<file path="src/rtl/usb_tx_pkg.sv">
package usb_tx_pkg;

  typedef enum logic [3:0] {
    KIND_OUT   = 4'd0,
    KIND_IN    = 4'd1,
    KIND_SETUP = 4'd2,
    KIND_SOF   = 4'd3,
    KIND_DATA0 = 4'd4,
    KIND_DATA1 = 4'd5,
    KIND_ACK   = 4'd6,
    KIND_NAK   = 4'd7,
    KIND_STALL = 4'd8
  } pkt_kind_e;

  typedef enum logic [1:0] {
    SYM_BIT = 2'd0,
    SYM_J   = 2'd1,
    SYM_K   = 2'd2,
    SYM_SE0 = 2'd3
  } sym_e;

  typedef enum logic [2:0] {
    ST_IDLE = 3'd0,
    ST_SYNC = 3'd1,
    ST_PID  = 3'd2,
    ST_FLD  = 3'd3,
    ST_DATA = 3'd4,
    ST_CRC  = 3'd5,
    ST_SE0  = 3'd6,
    ST_EOPJ = 3'd7
  } tx_st_e;

  localparam logic [4:0]  CRC5_POLY  = 5'h05;
  localparam logic [15:0] CRC16_POLY = 16'h8005;
  localparam int unsigned STUFF_RUN  = 6;
  localparam int unsigned SYNC_LEN   = 8;
  localparam int unsigned FLD_LEN    = 11;

  function automatic logic kind_ok(logic [3:0] k);
    return k <= KIND_STALL;
  endfunction

  function automatic logic kind_tok(logic [3:0] k);
    return k <= KIND_SOF;
  endfunction

  function automatic logic kind_data(logic [3:0] k);
    return (k == KIND_DATA0) || (k == KIND_DATA1);
  endfunction

  function automatic logic [7:0] pid_of(logic [3:0] k);
    logic [7:0] p;
    case (k)
      KIND_OUT:   p = 8'hE1;
      KIND_IN:    p = 8'h69;
      KIND_SETUP: p = 8'h2D;
      KIND_SOF:   p = 8'hA5;
      KIND_DATA0: p = 8'hC3;
      KIND_DATA1: p = 8'h4B;
      KIND_ACK:   p = 8'hD2;
      KIND_NAK:   p = 8'h5A;
      default:    p = 8'h1E;
    endcase
    return p;
  endfunction

endpackage

</file>
<file path="src/rtl/usb_tx_crc.sv">
module usb_tx_crc #(
  parameter int unsigned W = 5,
  parameter logic [W-1:0] POLY = '0
) (
  input  logic         clk_i,
  input  logic         rst_ni,
  input  logic         seed_i,
  input  logic         feed_i,
  input  logic         bit_i,
  output logic [W-1:0] crc_o
);
  logic [W-1:0] crc_q;
  logic         fb;

  assign fb    = crc_q[W-1] ^ bit_i;
  assign crc_o = crc_q;

  always_ff @(posedge clk_i or negedge rst_ni) begin
    if (!rst_ni)     crc_q <= '1;
    else if (seed_i) crc_q <= '1;
    else if (feed_i) crc_q <= {crc_q[W-2:0], 1'b0} ^ (fb ? POLY : '0);
  end
endmodule

</file>
<file path="src/rtl/usb_tx_line.sv">
module usb_tx_line
  import usb_tx_pkg::*;
(
  input  logic clk_i,
  input  logic rst_ni,
  input  logic bit_en_i,
  input  logic active_i,
  input  sym_e sym_i,
  input  logic bit_i,
  output logic adv_o,
  output logic dp_o,
  output logic se0_o
);
  localparam int unsigned OW = $clog2(STUFF_RUN + 1);

  logic          lvl_q, se0_q;
  logic [OW-1:0] ones_q;
  logic          stuff_w, step_w;

  assign stuff_w = (ones_q == OW'(STUFF_RUN));
  assign step_w  = bit_en_i & active_i;
  assign adv_o   = step_w & ~stuff_w;
  assign dp_o    = lvl_q;
  assign se0_o   = se0_q;

  always_ff @(posedge clk_i or negedge rst_ni) begin
    if (!rst_ni) begin
      lvl_q  <= 1'b1;
      se0_q  <= 1'b0;
      ones_q <= '0;
    end else if (step_w) begin
      if (stuff_w) begin
        // inserted level: pure toggle, no data consumed
        lvl_q  <= ~lvl_q;
        se0_q  <= 1'b0;
        ones_q <= '0;
      end else begin
        unique case (sym_i)
          SYM_BIT: begin
            se0_q <= 1'b0;
            if (bit_i) ones_q <= ones_q + 1'b1;
            else begin
              lvl_q  <= ~lvl_q;
              ones_q <= '0;
            end
          end
          SYM_J: begin
            lvl_q  <= 1'b1;
            se0_q  <= 1'b0;
            ones_q <= '0;
          end
          SYM_K: begin
            lvl_q  <= 1'b0;
            se0_q  <= 1'b0;
            ones_q <= '0;
          end
          SYM_SE0: begin
            se0_q  <= 1'b1;
            ones_q <= '0;
          end
          default: ;
        endcase
      end
    end
  end
endmodule

</file>
<file path="src/rtl/usb_tx_ctrl.sv">
module usb_tx_ctrl
  import usb_tx_pkg::*;
#(
  parameter int unsigned MAX_BYTES = 64,
  parameter int unsigned LEN_W     = $clog2(MAX_BYTES + 1)
) (
  input  logic             clk_i,
  input  logic             rst_ni,
  input  logic             adv_i,
  input  logic             req_valid_i,
  output logic             req_ready_o,
  input  logic [3:0]       req_kind_i,
  input  logic [6:0]       req_addr_i,
  input  logic [3:0]       req_endp_i,
  input  logic [10:0]      req_frame_i,
  input  logic [LEN_W-1:0] req_len_i,
  input  logic             byte_valid_i,
  output logic             byte_ready_o,
  input  logic [7:0]       byte_data_i,
  input  logic [4:0]       crc5_i,
  input  logic [15:0]      crc16_i,
  output logic             active_o,
  output sym_e             sym_o,
  output logic             bit_o,
  output logic             crc_seed_o,
  output logic             crc5_feed_o,
  output logic             crc16_feed_o,
  output logic             busy_o,
  output logic             done_o,
  output logic             byte_load_o,
  output logic             hold_full_o
);
  tx_st_e             st_q, nxt_st;
  logic [3:0]         cnt_q, last_idx;
  logic [3:0]         kind_q;
  logic [FLD_LEN-1:0] fld_q;
  logic [LEN_W-1:0]   len_q, sent_q, fetch_q;
  logic [7:0]         hold_q, sh_q;
  logic               hold_vld_q, done_q;
  logic               accept, last_w, fire, is_tok, is_data;
  logic [7:0]         pid_w;

  assign is_tok  = kind_tok(kind_q);
  assign is_data = kind_data(kind_q);
  assign pid_w   = pid_of(kind_q);

  assign active_o    = (st_q != ST_IDLE);
  assign busy_o      = active_o;
  assign req_ready_o = ~active_o;
  assign accept      = req_valid_i & req_ready_o & kind_ok(req_kind_i);
  assign done_o      = done_q;

  assign byte_ready_o = active_o & is_data & ~hold_vld_q & (fetch_q != len_q);
  assign fire         = byte_valid_i & byte_ready_o;
  assign hold_full_o  = hold_vld_q;

  always_comb begin
    sym_o    = SYM_J;
    bit_o    = 1'b1;
    last_idx = 4'd0;
    unique case (st_q)
      ST_SYNC: begin
        sym_o    = (cnt_q == 4'd7 || !cnt_q[0]) ? SYM_K : SYM_J;
        last_idx = 4'(SYNC_LEN - 1);
      end
      ST_PID: begin
        sym_o    = SYM_BIT;
        bit_o    = pid_w[cnt_q[2:0]];
        last_idx = 4'd7;
      end
      ST_FLD: begin
        sym_o    = SYM_BIT;
        bit_o    = fld_q[cnt_q];
        last_idx = 4'(FLD_LEN - 1);
      end
      ST_DATA: begin
        sym_o    = SYM_BIT;
        bit_o    = sh_q[cnt_q[2:0]];
        last_idx = 4'd7;
      end
      ST_CRC: begin
        sym_o    = SYM_BIT;
        // complemented remainder, MSB first
        bit_o    = is_data ? ~crc16_i[4'd15 - cnt_q] : ~crc5_i[3'd4 - cnt_q[2:0]];
        last_idx = is_data ? 4'd15 : 4'd4;
      end
      ST_SE0: begin
        sym_o    = SYM_SE0;
        last_idx = 4'd1;
      end
      ST_EOPJ: sym_o = SYM_J;
      default: ;
    endcase
  end

  assign last_w = (cnt_q == last_idx);

  always_comb begin
    nxt_st = st_q;
    unique case (st_q)
      ST_SYNC: nxt_st = ST_PID;
      ST_PID: begin
        if (is_tok)       nxt_st = ST_FLD;
        else if (is_data) nxt_st = (len_q == '0) ? ST_CRC : ST_DATA;
        else              nxt_st = ST_SE0;
      end
      ST_FLD:  nxt_st = ST_CRC;
      ST_DATA: nxt_st = (sent_q == len_q) ? ST_CRC : ST_DATA;
      ST_CRC:  nxt_st = ST_SE0;
      ST_SE0:  nxt_st = ST_EOPJ;
      ST_EOPJ: nxt_st = ST_IDLE;
      default: nxt_st = ST_IDLE;
    endcase
  end

  assign byte_load_o  = adv_i & last_w &
                        (((st_q == ST_PID) & is_data & (len_q != '0)) |
                         ((st_q == ST_DATA) & (sent_q != len_q)));
  assign crc_seed_o   = adv_i & last_w & (st_q == ST_PID);
  assign crc5_feed_o  = adv_i & (st_q == ST_FLD);
  assign crc16_feed_o = adv_i & (st_q == ST_DATA);

  always_ff @(posedge clk_i or negedge rst_ni) begin
    if (!rst_ni) begin
      st_q       <= ST_IDLE;
      cnt_q      <= '0;
      kind_q     <= '0;
      fld_q      <= '0;
      len_q      <= '0;
      sent_q     <= '0;
      fetch_q    <= '0;
      hold_q     <= '0;
      sh_q       <= '0;
      hold_vld_q <= 1'b0;
      done_q     <= 1'b0;
    end else begin
      done_q <= adv_i & last_w & (st_q == ST_EOPJ);
      if (accept) begin
        st_q       <= ST_SYNC;
        cnt_q      <= '0;
        kind_q     <= req_kind_i;
        fld_q      <= (req_kind_i == KIND_SOF) ? req_frame_i : {req_endp_i, req_addr_i};
        len_q      <= req_len_i;
        sent_q     <= '0;
        fetch_q    <= '0;
        hold_vld_q <= 1'b0;
      end else if (adv_i) begin
        if (last_w) begin
          cnt_q <= '0;
          st_q  <= nxt_st;
        end else begin
          cnt_q <= cnt_q + 1'b1;
        end
      end
      if (byte_load_o) begin
        sh_q       <= hold_q;
        hold_vld_q <= 1'b0;
        sent_q     <= sent_q + 1'b1;
      end
      if (fire) begin
        hold_q     <= byte_data_i;
        hold_vld_q <= 1'b1;
        fetch_q    <= fetch_q + 1'b1;
      end
    end
  end
endmodule

</file>
<file path="src/rtl/usb_fs_pkt_tx.sv">
module usb_fs_pkt_tx
  import usb_tx_pkg::*;
#(
  parameter int unsigned MAX_BYTES = 64,
  localparam int unsigned LEN_W    = $clog2(MAX_BYTES + 1)
) (
  input  logic             clk_i,
  input  logic             rst_ni,
  input  logic             bit_en_i,
  input  logic             req_valid_i,
  output logic             req_ready_o,
  input  logic [3:0]       req_kind_i,
  input  logic [6:0]       req_addr_i,
  input  logic [3:0]       req_endp_i,
  input  logic [10:0]      req_frame_i,
  input  logic [LEN_W-1:0] req_len_i,
  input  logic             byte_valid_i,
  output logic             byte_ready_o,
  input  logic [7:0]       byte_data_i,
  output logic             line_dp_o,
  output logic             line_se0_o,
  output logic             busy_o,
  output logic             done_o
);
  logic        adv, active, bit_w, seed, feed5, feed16;
  logic        byte_load, hold_full;
  sym_e        sym_w;
  logic [4:0]  crc5;
  logic [15:0] crc16;

  usb_tx_ctrl #(.MAX_BYTES(MAX_BYTES), .LEN_W(LEN_W)) u_ctrl (
    .clk_i        (clk_i),
    .rst_ni       (rst_ni),
    .adv_i        (adv),
    .req_valid_i  (req_valid_i),
    .req_ready_o  (req_ready_o),
    .req_kind_i   (req_kind_i),
    .req_addr_i   (req_addr_i),
    .req_endp_i   (req_endp_i),
    .req_frame_i  (req_frame_i),
    .req_len_i    (req_len_i),
    .byte_valid_i (byte_valid_i),
    .byte_ready_o (byte_ready_o),
    .byte_data_i  (byte_data_i),
    .crc5_i       (crc5),
    .crc16_i      (crc16),
    .active_o     (active),
    .sym_o        (sym_w),
    .bit_o        (bit_w),
    .crc_seed_o   (seed),
    .crc5_feed_o  (feed5),
    .crc16_feed_o (feed16),
    .busy_o       (busy_o),
    .done_o       (done_o),
    .byte_load_o  (byte_load),
    .hold_full_o  (hold_full)
  );

  usb_tx_line u_line (
    .clk_i    (clk_i),
    .rst_ni   (rst_ni),
    .bit_en_i (bit_en_i),
    .active_i (active),
    .sym_i    (sym_w),
    .bit_i    (bit_w),
    .adv_o    (adv),
    .dp_o     (line_dp_o),
    .se0_o    (line_se0_o)
  );

  usb_tx_crc #(.W(5), .POLY(CRC5_POLY)) u_crc5 (
    .clk_i  (clk_i),
    .rst_ni (rst_ni),
    .seed_i (seed),
    .feed_i (feed5),
    .bit_i  (bit_w),
    .crc_o  (crc5)
  );

  usb_tx_crc #(.W(16), .POLY(CRC16_POLY)) u_crc16 (
    .clk_i  (clk_i),
    .rst_ni (rst_ni),
    .seed_i (seed),
    .feed_i (feed16),
    .bit_i  (bit_w),
    .crc_o  (crc16)
  );
endmodule

</file>
<file path="config.mk">
export PLATFORM = sky130hd
export DESIGN_NAME = usb_fs_pkt_tx
export DESIGN_NICKNAME = d
export VERILOG_FILES = /design/src/rtl/usb_tx_pkg.sv /design/src/rtl/usb_tx_crc.sv /design/src/rtl/usb_tx_line.sv /design/src/rtl/usb_tx_ctrl.sv /design/src/rtl/usb_fs_pkt_tx.sv
export SDC_FILE = /design/constraint.sdc
export NUM_CORES = 1
export LEC_CHECK = 0
export BUFFER_PORTS_ARGS = -buffer_cell sky130_fd_sc_hd__buf_2
export CAP_MARGIN = 20
export CORE_MARGIN = 5
export CORE_UTILIZATION = 30
export CTS_CLUSTER_SIZE = 16
export DETAILED_ROUTE_END_ITERATION = 16
export PLACE_DENSITY = 0.58
export SKIP_LAST_GASP = 1
export SYNTH_ARGS = -nofsm -noshare
export SYNTH_HDL_FRONTEND = slang
export SYNTH_SLANG_ARGS = --single-unit
</file>
<file path="constraint.sdc">
create_clock -name clk_i -period 2.5 [get_ports clk_i]
set_input_delay 0.25 -clock clk_i [delete_from_list [all_inputs] [get_ports clk_i]]
set_output_delay 0.25 -clock clk_i [all_outputs]
set_load 0.1 [all_outputs]
</file>
==> flow_summary_export.csv <==
group,metric,value,unit
drt,drt-met1-wl,6090,um
die,initial_core_util,0.305,
place,io_buffers,51,
logic_synthesis,yosysWarnings,0,
final_layout,layout.nets,658,
logic_synthesis,ys_types,67,
logic_synthesis,synth_fp_nets,581,
final_layout,diodes,0,
clocking,cts_tree,"done",
global_routing,grt_pass1_wl,20700,um
hold_path,hold_class,"primary input to register",
place,placedCellCount,805,
drt,drc,0,
logic_synthesis,yosysSeqAreaShare,0.436,
drt,drt-initial-drc-count,214,
job,drv_cap,0,
power,p_leak,2.82,nW
clocking,root_buffer,"clkbuf_16",
global_routing,grt_usage,0.128,
die,die_h,140,um
sta,fin_crit,2.47,ns
power,power.density,1160,mW/mm^2
die,coreArea,0.0166,mm^2
final_layout,utilization,0.373,
drt,firstDrtPassIters,5,
critical_path,worstPathArrival,2.75,ns
logic_synthesis,synth_flop_cell,"dfrtp_1",
drt,vias_per_cell,5.00,
sta,maxSlewViolCount,0,
die,io-pin-count,52,
sta,fin_crit_sh,0.986,
logic_synthesis,syn-cell-area,0.00506,mm^2
logic_synthesis,synthArstFlopShare,1.00,
drt,dr_wl_met2,5740,um
sta,final_hold_viol_count,0,
clocking,path_clk_slew,0.07,ns
clocking,cts_max_level,3,
clocking,clkLatencyLatePin,0.35,ns
sta,max_slew_margin,0.572,
place,dp_hpwl,9190,um
die,die_area,0.0196,mm^2
die,die_w,140,um
critical_path,cp-start-kind,"register",
global_routing,grt-ovfl-total,0,
logic_synthesis,ys_top_cells_by_area,"dfrtp_1 (32%), dfstp_2 (11%), nand2_1 (6.7%), nand3_1 (5.0%), mux2_2 (4.2%)",
die,rows,47,
drt,topRoutingLayerUsed,"met4",
global_routing,antenna_found_initial,0,
final_layout,drive_above_1_share,0.303,
drt,drt-total-wl,12500,um
clocking,clockBufferDepth,2,
sta,finClkSkew,0.00900,ns
place,gp_congestion,0.840,
logic_synthesis,ys_ff_latch,87,
logic_synthesis,synth_enable_flop_cells,0,
power,vdd_drop_max,0.522,mV
logic_synthesis,yosys.area.top_type_share,0.321,
drt,drtAntennaViolNets,0,
critical_path,worstPathRequired,2.78,ns
clocking,cts_buffers,9,
sta,setup_viol,0,
critical_path,critPathKind,"register to register",
run_status,status,"complete, no violations",
sta,rsz0062_at_grt,"true",
final_layout,syn2layout_area_growth,22.4,%
global_routing,grt_max_degree,48,
global_routing,grt_pass1_vias,4059,
critical_path,cp_max_fo,12,
final_layout,final-instance-count-excl-fill,827,
drt,num_vias,4139,
final_layout,final_area,0.00619,mm^2
sta,tightestPinTransition,0.642,ns
sta,max_clock_freq,406,MHz
drt,wl_per_cell,15.1,um
clocking,cts.sinks,87,
critical_path,cp-end-kind,"register",
final_layout,n_fill_cell,1665,
logic_synthesis,syn-instance-count,525,
logic_synthesis,synth_top_area_cell,"dfrtp_1",
logic_synthesis,avgSynthCellArea,9.64,um^2
place,placed_area,0.00581,mm^2
drt,wl_met3,454,um
==> synth_stat cells, drive strengths merged, types with 2 or more instances <==
library cell / number
a2111oi: 2
a211oi: 2
a21o: 3
a21oi: 11
a311o: 2
a31oi: 5
a32oi: 2
and2: 2
and3: 4
and3b: 2
buf: 8
clkbuf: 18
dfrtp: 65
dfstp: 22
ha: 10
inv: 17
mux2: 26
mux2i: 18
mux4: 4
nand2: 91
nand2b: 8
nand3: 51
nand4: 6
nor2: 13
nor2b: 6
nor3: 9
nor3b: 6
nor4: 7
o211ai: 4
o21a: 4
o21ai: 33
o22a: 2
o22ai: 5
o31ai: 9
o32ai: 2
or2: 4
or2b: 2
or3: 3
xnor2: 15
xor2: 10
==> layer usage <==
layer / GRT usage / vias up
met5: 0 / -
li1: - / 2042
met1: 0.185 / 1982
met3: 0.0220 / 11
met2: 0.192 / 104
met4: 0.0433 / 0
==> sequential cells by signal (all words and copies together), names as in the netlist, 3 cells and up <==
| signal | cells |
|---|---|
| u_crc5.crc_o | 5 |
| u_ctrl.cnt_q | 4 |
| u_crc16.crc_o | 16 |
| u_ctrl.kind_q | 4 |
| u_ctrl.fld_q | 11 |
| u_line.ones_q | 3 |
| u_ctrl.sent_q | 7 |
| u_ctrl.hold_q | 8 |
| u_ctrl.fetch_q | 7 |
| u_ctrl.sh_q | 8 |
| u_ctrl.st_q | 3 |
| u_ctrl.len_q | 7 |
==> cells in the final DEF (no fill, tap or decap), drive strengths merged, types with 9 or more instances in the layout <==
cell    count
nand2      91
xor2       10
dfstp      22
inv        18
dfrtp      65
a21oi      11
xnor2      15
o31ai       9
ha         10
nor2       13
mux2       26
nor3        9
buf        91
nand3      51
clkbuf     10
mux2i      18
o21ai      33
==> cell families (layout without fill, tap and decap cells) <==
group	count (synthesis)	in the layout	synth area share
XOR/XNOR	25	25	0.0433
AND/OR/NAND/NOR	217	217	0.214
AO/OA/AOI/OAI	95	95	0.131
multiplexers	48	48	0.113
adder cells (fa/ha/maj)	10	10	0.0247
buffers and inverters	43	125	0.0386
flip-flops	87	87	0.436
==> where the power goes <==
group	switching [mW]	total, mW	internal [mW]
logic	1.93	3.48	1.55
clock network	0.596	1.31	0.715
registers	0.457	2.41	1.95
==> critical path, cell delays in order, from the launching register on <==
cell and delay [ns]:
dfrtp_1 0.42, buf_12 0.17, mux4_2 0.52, inv_2 0.08, a2111oi_4 0.07, nor4_4 0.46, nor4_2 0.11, or4_1 0.48
nand3_1 0.09
==> layout make-up <==
class | count | area (um^2) | area share
Clock buffer | 10 | 239 | 0.0386
Clock inverter | 6 | 52.6 | 0.00848
Inverter | 17 | 70.1 | 0.0113
Multi-Input combinational cell | 395 | 2740 | 0.443
Sequential cell | 87 | 2210 | 0.356
Tap cell | 220 | 275 | 0.0444
Timing Repair Buffer | 92 | 608 | 0.0982
==> stage by stage <==
| stage | hold WS [ns] | setup TNS, ns | setup WS, ns | total power, mW |
|---|---|---|---|---|
| after floorplan | -0.0456 | -0.124 | -0.0223 | 4.79 |
| after global placement | 0.311 | 0 | 0.0563 | 5.68 |
| after detailed placement | 0.324 | 0 | 0.0277 | 5.75 |
| after CTS | 0.0851 | 0 | 0.00957 | 7.09 |
| after global routing | 0.0989 | -0.263 | -0.100 | 7.69 |
| final | 0.0910 | 0 | 0.0349 | 7.20 |
==> worst paths after layout <==
kind	start	end	slack [ns]	cells past startpoint
setup / recovery	u_ctrl.cnt_q[0]	u_crc16.crc_o[15]	0.03	8
hold / removal	req_len_i[3]	u_ctrl.len_q[3]	0.09	3
setup reg to reg	u_ctrl.cnt_q[0]	u_crc16.crc_o[15]	0.03	8
hold reg to reg	u_ctrl.fld_q[10]	u_ctrl.fld_q[10]	0.47	2
max in group asynchronous	rst_ni	u_crc16.crc_o[3]	1.31	3
min in group asynchronous	rst_ni	u_ctrl.sent_q[2]	0.48	2
==> what timing repair did <==
action / 4_1_cts / 5_1_grt
hold endpoints to repair: 46 / 0
hold buffers: 1 / 0
gates resized for setup: 0 / 7
endpoints found under the setup margin: 0 / 18
setup buffers: 0 / 5
No activity file was read; power rests on OpenSTA's default activity.
